$ cat src/rtl/pixdiff_pkg.sv
package pixdiff_pkg;

    // Phase of the encoder: taking pixels, sending spans, one-cycle done
    typedef enum logic [1:0] {
        PH_SCAN  = 2'd0,
        PH_DRAIN = 2'd1,
        PH_DONE  = 2'd2
    } phase_e;

endpackage

$ cat src/rtl/pixdiff_cmp.sv
module pixdiff_cmp #(
    parameter int PIX_W = 8
) (
    input  logic [PIX_W-1:0] cur_pix,
    input  logic [PIX_W-1:0] prev_pix,
    input  logic [PIX_W-1:0] mask,
    output logic             changed
);

    logic [PIX_W-1:0] diff;

    // One lane per pixel bit: a difference counts only where the mask is set
    for (genvar b = 0; b < PIX_W; b++) begin : g_bit
        assign diff[b] = (cur_pix[b] ^ prev_pix[b]) & mask[b];
    end

    assign changed = |diff;

endmodule

$ cat src/rtl/pixdiff_run_track.sv
module pixdiff_run_track #(
    parameter int FRAME_PIX = 64,
    parameter int GAP_W     = 6,
    parameter int LEN_W     = 7
) (
    input  logic             clk,
    input  logic             rst_n,
    input  logic             accept,
    input  logic             changed,
    input  logic             force_full,
    input  logic [GAP_W-1:0] gap_cfg,
    output logic             push_valid,
    output logic [LEN_W-1:0] push_start,
    output logic [LEN_W-1:0] push_len,
    output logic             frame_end
);

    localparam logic [LEN_W-1:0] LAST_IDX = LEN_W'(FRAME_PIX - 1);

    typedef struct packed {
        logic [LEN_W-1:0] idx;
        logic [LEN_W-1:0] start;
        logic [LEN_W-1:0] last;
        logic [GAP_W-1:0] gap;
        logic             open;
    } trk_t;

    trk_t s_d, s_q;

    logic           hit;
    logic [GAP_W:0] gap_eff;
    logic [GAP_W:0] gap_next;

    assign hit      = changed & ~force_full;
    assign gap_eff  = (gap_cfg == '0) ? (GAP_W+1)'(1) : {1'b0, gap_cfg};
    assign gap_next = {1'b0, s_q.gap} + (GAP_W+1)'(1);

    always_comb begin
        s_d        = s_q;
        push_valid = 1'b0;
        push_start = '0;
        push_len   = '0;
        frame_end  = 1'b0;
        if (accept) begin
            if (hit) begin
                if (!s_q.open) begin
                    s_d.open  = 1'b1;
                    s_d.start = s_q.idx;
                end
                s_d.last = s_q.idx;
                s_d.gap  = '0;
            end else if (s_q.open) begin
                if (gap_next >= gap_eff) begin
                    // enough quiet pixels: close, trailing gap excluded
                    push_valid = 1'b1;
                    push_start = s_q.start;
                    push_len   = s_q.last - s_q.start + LEN_W'(1);
                    s_d.open   = 1'b0;
                    s_d.gap    = '0;
                end else begin
                    s_d.gap = gap_next[GAP_W-1:0];
                end
            end
            if (s_q.idx == LAST_IDX) begin
                frame_end = 1'b1;
                s_d.idx   = '0;
                if (s_d.open) begin
                    push_valid = 1'b1;
                    push_start = s_d.start;
                    push_len   = s_d.last - s_d.start + LEN_W'(1);
                    s_d.open   = 1'b0;
                    s_d.gap    = '0;
                end
            end else begin
                s_d.idx = s_q.idx + LEN_W'(1);
            end
        end
    end

    always_ff @(posedge clk) begin
        if (!rst_n) s_q <= '0;
        else        s_q <= s_d;
    end

    // A closing span never reaches beyond the pixel being taken
    AST_SPAN_BEHIND_INDEX: assert property (@(posedge clk) disable iff (!rst_n)
        push_valid |-> (({1'b0, push_start} + {1'b0, push_len}) <= ({1'b0, s_q.idx} + (LEN_W+1)'(1))))
        else $error("span extends past current pixel");

    // An open span never holds a quiet count that should have closed it
    AST_GAP_BELOW_LIMIT: assert property (@(posedge clk) disable iff (!rst_n)
        s_q.open |-> ({1'b0, s_q.gap} < gap_eff))
        else $error("gap count reached threshold while open");

endmodule

$ cat src/rtl/pixdiff_log.sv
module pixdiff_log
    import pixdiff_pkg::*;
#(
    parameter int FRAME_PIX = 64,
    parameter int LOG_DEPTH = 4,
    parameter int LEN_W     = 7
) (
    input  logic             clk,
    input  logic             rst_n,
    input  logic             push_valid,
    input  logic [LEN_W-1:0] push_start,
    input  logic [LEN_W-1:0] push_len,
    input  logic             frame_end,
    input  logic             force_full,
    output logic             scan_en,
    output logic             run_valid,
    input  logic             run_ready,
    output logic [LEN_W-1:0] run_start,
    output logic [LEN_W-1:0] run_len,
    output logic             frame_done,
    output logic             frame_ovf
);

    localparam int               CNT_W    = $clog2(LOG_DEPTH + 1);
    localparam logic [LEN_W-1:0] FULL_LEN = LEN_W'(FRAME_PIX);

    typedef struct packed {
        logic [LEN_W-1:0] start;
        logic [LEN_W-1:0] len;
    } span_t;

    typedef struct packed {
        phase_e                      phase;
        logic [CNT_W-1:0]            cnt;
        logic [CNT_W-1:0]            rd;
        logic                        ovf;
        logic                        full;
        span_t [LOG_DEPTH-1:0]       mem;
    } log_t;

    log_t  s_d, s_q;
    span_t sel;
    logic  fallback;
    logic  has_entry;

    assign fallback  = s_q.ovf | s_q.full;
    assign has_entry = s_q.rd < s_q.cnt;

    always_comb begin
        sel = '0;
        for (int k = 0; k < LOG_DEPTH; k++) begin
            if (CNT_W'(k) == s_q.rd) sel = s_q.mem[k];
        end
    end

    assign scan_en    = (s_q.phase == PH_SCAN);
    assign run_valid  = (s_q.phase == PH_DRAIN) && (fallback || has_entry);
    assign run_start  = fallback ? '0 : sel.start;
    assign run_len    = fallback ? FULL_LEN : sel.len;
    assign frame_done = (s_q.phase == PH_DONE);
    assign frame_ovf  = (s_q.phase == PH_DONE) && s_q.ovf;

    always_comb begin
        s_d = s_q;
        unique case (s_q.phase)
            PH_SCAN: begin
                if (push_valid) begin
                    if (s_q.cnt < CNT_W'(LOG_DEPTH)) begin
                        for (int k = 0; k < LOG_DEPTH; k++) begin
                            if (CNT_W'(k) == s_q.cnt) begin
                                s_d.mem[k].start = push_start;
                                s_d.mem[k].len   = push_len;
                            end
                        end
                        s_d.cnt = s_q.cnt + CNT_W'(1);
                    end else begin
                        s_d.ovf = 1'b1;
                    end
                end
                if (frame_end) begin
                    s_d.full  = force_full;
                    s_d.phase = PH_DRAIN;
                end
            end
            PH_DRAIN: begin
                if (fallback) begin
                    if (run_ready) s_d.phase = PH_DONE;
                end else if (!has_entry) begin
                    s_d.phase = PH_DONE;
                end else if (run_ready) begin
                    s_d.rd = s_q.rd + CNT_W'(1);
                    if ((s_q.rd + CNT_W'(1)) == s_q.cnt) s_d.phase = PH_DONE;
                end
            end
            PH_DONE: begin
                s_d.phase = PH_SCAN;
                s_d.cnt   = '0;
                s_d.rd    = '0;
                s_d.ovf   = 1'b0;
                s_d.full  = 1'b0;
            end
            default: s_d.phase = PH_SCAN;
        endcase
    end

    always_ff @(posedge clk) begin
        if (!rst_n) s_q <= '0;
        else        s_q <= s_d;
    end

    AST_SPAN_HELD: assert property (@(posedge clk) disable iff (!rst_n)
        (run_valid && !run_ready) |=> (run_valid && $stable(run_start) && $stable(run_len)))
        else $error("descriptor changed while stalled");

    AST_OVF_SENT_WHOLE: assert property (@(posedge clk) disable iff (!rst_n)
        frame_ovf |-> $past(run_valid && run_ready && (run_start == '0) && (run_len == FULL_LEN)))
        else $error("overflow frame did not end with whole-frame span");

    AST_DONE_SINGLE: assert property (@(posedge clk) disable iff (!rst_n)
        frame_done |=> !frame_done)
        else $error("done longer than one cycle");

endmodule

$ cat src/rtl/pixdiff_run_enc.sv
module pixdiff_run_enc #(
    parameter int PIX_W     = 8,
    parameter int FRAME_PIX = 64,
    parameter int GAP_W     = 6,
    parameter int LOG_DEPTH = 4,
    localparam int LEN_W    = $clog2(FRAME_PIX + 1)
) (
    input  logic             clk,
    input  logic             rst_n,
    input  logic [GAP_W-1:0] cfg_gap,
    input  logic [PIX_W-1:0] cfg_mask,
    input  logic             cfg_full,
    input  logic             cur_valid,
    output logic             cur_ready,
    input  logic [PIX_W-1:0] cur_pix,
    input  logic             prev_valid,
    output logic             prev_ready,
    input  logic [PIX_W-1:0] prev_pix,
    output logic             run_valid,
    input  logic             run_ready,
    output logic [LEN_W-1:0] run_start,
    output logic [LEN_W-1:0] run_len,
    output logic             frame_done,
    output logic             frame_ovf
);

    logic             scan_en;
    logic             accept;
    logic             changed;
    logic             push_valid;
    logic [LEN_W-1:0] push_start;
    logic [LEN_W-1:0] push_len;
    logic             frame_end;

    assign cur_ready  = scan_en;
    assign prev_ready = scan_en;
    assign accept     = cur_valid & prev_valid & scan_en;

    pixdiff_cmp #(
        .PIX_W (PIX_W)
    ) u_cmp (
        .cur_pix  (cur_pix),
        .prev_pix (prev_pix),
        .mask     (cfg_mask),
        .changed  (changed)
    );

    pixdiff_run_track #(
        .FRAME_PIX (FRAME_PIX),
        .GAP_W     (GAP_W),
        .LEN_W     (LEN_W)
    ) u_track (
        .clk        (clk),
        .rst_n      (rst_n),
        .accept     (accept),
        .changed    (changed),
        .force_full (cfg_full),
        .gap_cfg    (cfg_gap),
        .push_valid (push_valid),
        .push_start (push_start),
        .push_len   (push_len),
        .frame_end  (frame_end)
    );

    pixdiff_log #(
        .FRAME_PIX (FRAME_PIX),
        .LOG_DEPTH (LOG_DEPTH),
        .LEN_W     (LEN_W)
    ) u_log (
        .clk        (clk),
        .rst_n      (rst_n),
        .push_valid (push_valid),
        .push_start (push_start),
        .push_len   (push_len),
        .frame_end  (frame_end),
        .force_full (cfg_full),
        .scan_en    (scan_en),
        .run_valid  (run_valid),
        .run_ready  (run_ready),
        .run_start  (run_start),
        .run_len    (run_len),
        .frame_done (frame_done),
        .frame_ovf  (frame_ovf)
    );

    // No pixel is taken while spans are waiting to go out
    AST_NO_PIXEL_WHILE_SENDING: assert property (@(posedge clk) disable iff (!rst_n)
        run_valid |-> (!cur_ready && !prev_ready))
        else $error("pixel ready during span output");

endmodule

$ cat config.mk
export PLATFORM = sky130hd
export DESIGN_NAME = pixdiff_run_enc
export DESIGN_NICKNAME = d
export VERILOG_FILES = /design/src/rtl/pixdiff_pkg.sv /design/src/rtl/pixdiff_cmp.sv /design/src/rtl/pixdiff_run_track.sv /design/src/rtl/pixdiff_log.sv /design/src/rtl/pixdiff_run_enc.sv
export SDC_FILE = /design/constraint.sdc
export NUM_CORES = 1
export LEC_CHECK = 0
export BUFFER_PORTS_ARGS = -buffer_cell sky130_fd_sc_hd__buf_2
export CAP_MARGIN = 20
export CORE_ASPECT_RATIO = 1.1
export CORE_UTILIZATION = 50
export DETAILED_ROUTE_END_ITERATION = 12
export PLACE_DENSITY = 0.69
export SYNTH_ARGS = -nofsm -noshare
export SYNTH_HDL_FRONTEND = slang
export SYNTH_SLANG_ARGS = --single-unit
$ cat constraint.sdc
create_clock -name clk -period 6 [get_ports clk]
set_input_delay 1.2 -clock clk [delete_from_list [all_inputs] [get_ports clk]]
set_output_delay 1.2 -clock clk [all_outputs]
set_load 0.01 [all_outputs]
==> flow_metrics.env <==
export IMPL_ys_ff_latch=94
export IMPL_yosysUniqueCellTypes=67
export IMPL_ctsResizeCount=0
export IMPL_place_ws_ns=0.8292
export IMPL_die_area_sq_mm=0.01218
export IMPL_synth_top_area_share=0.3206
export IMPL_routed_wl_met3_microns=957
export IMPL_n_fill_cell=1064
export IMPL_drv_cap=0
export IMPL_vias=5256
export IMPL_start_util=0.5131
export IMPL_crit_path_top_delay_cell="nand2b_1"
export IMPL_first_pass_iters=6
export IMPL_yosysMostFrequentCell="dfxtp_1"
export IMPL_final_cells=892
export IMPL_syn2layout_area_growth_pct=9.763
export IMPL_drc=0
export IMPL_highest_layer="met4"
export IMPL_yosys_most_used_dff="dfxtp_1"
export IMPL_grt_pass1_vias=4911
export IMPL_antennaDiodeCount=0
export IMPL_drt_iter0_drc=374
export IMPL_tritoncts="built"
export IMPL_cts_hold_buf=0
export IMPL_cellPowerDensity_mw_per_mm2=206.5
export IMPL_clkLatencyLatePin_ns=0.35
export IMPL_nets=817
export IMPL_max_freq_mhz=208.4
export IMPL_crit_path_start_kind="input port"
export IMPL_num_rows=41
export IMPL_grt_usage=0.2490
export IMPL_drive_gt1_frac=0.1604
export IMPL_crit_arrival_ns=5.00
export IMPL_cp_end_kind="flop"
export IMPL_relSlewSlack=0.3418
export IMPL_path_class="in -> reg"
export IMPL_max_stage_delay_ns=0.41
export IMPL_status="completed"
export IMPL_core_area_sq_mm=0.01144
export IMPL_place_inst=875
export IMPL_grt_max_degree=61
export IMPL_clk_path_buf_depth=2
export IMPL_synth_area_sq_mm=0.005869
export IMPL_maxSlewViolCount=0
export IMPL_fin_crit_sh=0.7998
export IMPL_io_pins=55
export IMPL_avgRoutedWirePerCell_microns=16.57
export IMPL_worstHoldPathType="reg -> reg"
export IMPL_cts_made_buffers=9
export IMPL_cts_setup_buffers=0
export IMPL_ant_nets=0
export IMPL_placed_area_sq_mm=0.006118
export IMPL_yosys_warnings=0
export IMPL_synth_cells=714
export IMPL_hold_ws_ns=0.4544
export IMPL_die_width_microns=105.3
export IMPL_setup_tns_final_ns=0
export IMPL_tightest_slew_ns=0.9873
export IMPL_synth_area_leaders="dfxtp_1 (32%), ha_1 (9.0%), nor2_1 (5.9%)"
export IMPL_crit_path_cell_trace="buf_2 -> xor2_1 -> a22oi_2 -> a41oi_4 -> nand2b_1 -> mux2_2 -> ha_1 -> inv_1 -> ha_1 -> a211o_1 -> a2111oi_2 -> nor3_1 -> a311oi_1 -> a2111oi_2 -> o2bb2ai_1 -> o21ai_1"
export IMPL_dp_hpwl_mm=10.33
export IMPL_reg2reg_slack_ns=2.10
export IMPL_worstPathRequired_ns=6.20
export IMPL_netlist_top_cells_count="dfxtp_1 (94), nor2_1 (93), nand2_1 (81)"
export IMPL_peakVddDrop_mv=0.1539
export IMPL_cts_max_level=3
export IMPL_antenna_found_initial=0
export IMPL_clkTransAtPathRegs_ns=0.06
export IMPL_synth_edf_count=0
export IMPL_grt_pass1_wl_mm=24.09
export IMPL_setup_viol=0
export IMPL_rsz0062_at_grt="false"
export IMPL_synth_largest_area_cell="dfxtp_1"
export IMPL_skew_ns=0.006367
export IMPL_met1_length_mm=6.328
export IMPL_hold_viol_final=0
export IMPL_crit_fanout=7
export IMPL_route_met2_wl_mm=7.215
export IMPL_clock_sinks=94
export IMPL_routed_via_density=5.892
export IMPL_drt_wl_total_mm=14.78
export IMPL_port_buffer_count=54
export IMPL_setup_slack_ns=1.201
export IMPL_synthArstFlopShare=0
export IMPL_syn_nets=794
export IMPL_syn_avg_cell_area_sq_um=8.220
export IMPL_seq_area_frac_synth=0.3206
export IMPL_dieHeight_microns=115.6
export IMPL_cts_root_buf="clkbuf_16"
export IMPL_gp_congestion=0.9098
export IMPL_p_leak_nw=2.547
export IMPL_period_minus_slack_ns=4.799
export IMPL_fin_area_sq_mm=0.006442
export IMPL_overflow=0
area by class of cell:
class                   count  area, sq um  share of cell area
clock buffers              11        232.7             0.03612
clock inverters             5        83.83             0.01301
inverters                  28        105.1             0.01631
multi-input cells         546         3651              0.5667
flip-flops and latches     94         1882              0.2921
well taps                 150        187.7             0.02913
repair buffers             58        300.3             0.04661
metal layers:
layer,vias to the layer above,global-route usage
li1,2578,-
met1,2456,0.3138
met2,199,0.4294
met3,23,0.03600
met4,0,0.1023
met5,-,0
report_power, final:
part,internal (mW),leakage [nW],switching (mW),total [mW]
clock network,0.366,0.146,0.250,0.616
logic,0.0292,1.64,0.0576,0.0869
registers,0.625,0.757,0.00226,0.627
total,1.02,2.55,0.310,1.33
logic make-up after synthesis:
| family | share of synthesized area |
|---|---|
| AND/OR/NAND/NOR | 0.1861 |
| AO/OA/AOI/OAI | 0.2648 |
| flip-flops | 0.3206 |
| buffers and inverters | 0.05734 |
| adder cells (fa/ha/maj) | 0.09635 |
| XOR/XNOR | 0.04029 |
| multiplexers | 0.03453 |
final timing paths:
path | endpoint | depth (start not counted) | startpoint
hold reg to reg | u_log.s_q[13]$_SDFFE_PN0P_ | 2 | u_log.s_q[13]$_SDFFE_PN0P_
setup reg to reg | u_log.s_q[34]$_SDFFE_PN0P_ | 13 | u_track.s_q[0]$_SDFFE_PN0P_
hold / removal | u_log.s_q[13]$_SDFFE_PN0P_ | 2 | u_log.s_q[13]$_SDFFE_PN0P_
setup / recovery | u_log.s_q[34]$_SDFFE_PN0P_ | 16 | prev_pix[4]
state kept, by name (all words and copies together), names as in the netlist, named ones only:
register     flops
u_log.s_q       66
u_track.s_q     27
cell usage in the layout, fill, tap and decap left out, types with 9 or more instances in the layout:
master / instances
a211oi_2: 20
a21oi_1: 56
a22oi_1: 16
and3_1: 9
buf_2: 54
clkbuf_16: 9
dfxtp_1: 94
ha_1: 42
inv_1: 27
mux2i_1: 18
nand2_1: 81
nand3_1: 33
nor2_1: 93
o21ai_0: 30
o21ai_1: 16
xnor2_1: 11
xor2_1: 16
stage by stage:
| stage | total power [mW] | utilization |
|---|---|---|
| detailed placement | 0.7274 | 0.5348 |
| floorplan | 0.6992 | - |
| global placement | 0.7248 | 0.5348 |
| CTS | 1.338 | 0.5625 |
| global route | 1.373 | 0.5632 |
| finish | 1.331 | 0.5632 |
critical path: cells and delay by family:
kind,cells,cell delay [ns]
XOR/XNOR,1,0.16
AO/OA/AOI/OAI,8,2.06
multiplexers,1,0.40
adder cells (fa/ha/maj),2,0.43
buffers and inverters,2,0.20
AND/OR/NAND/NOR,2,0.57
Note: power is estimated with default switching activity, not from simulation.
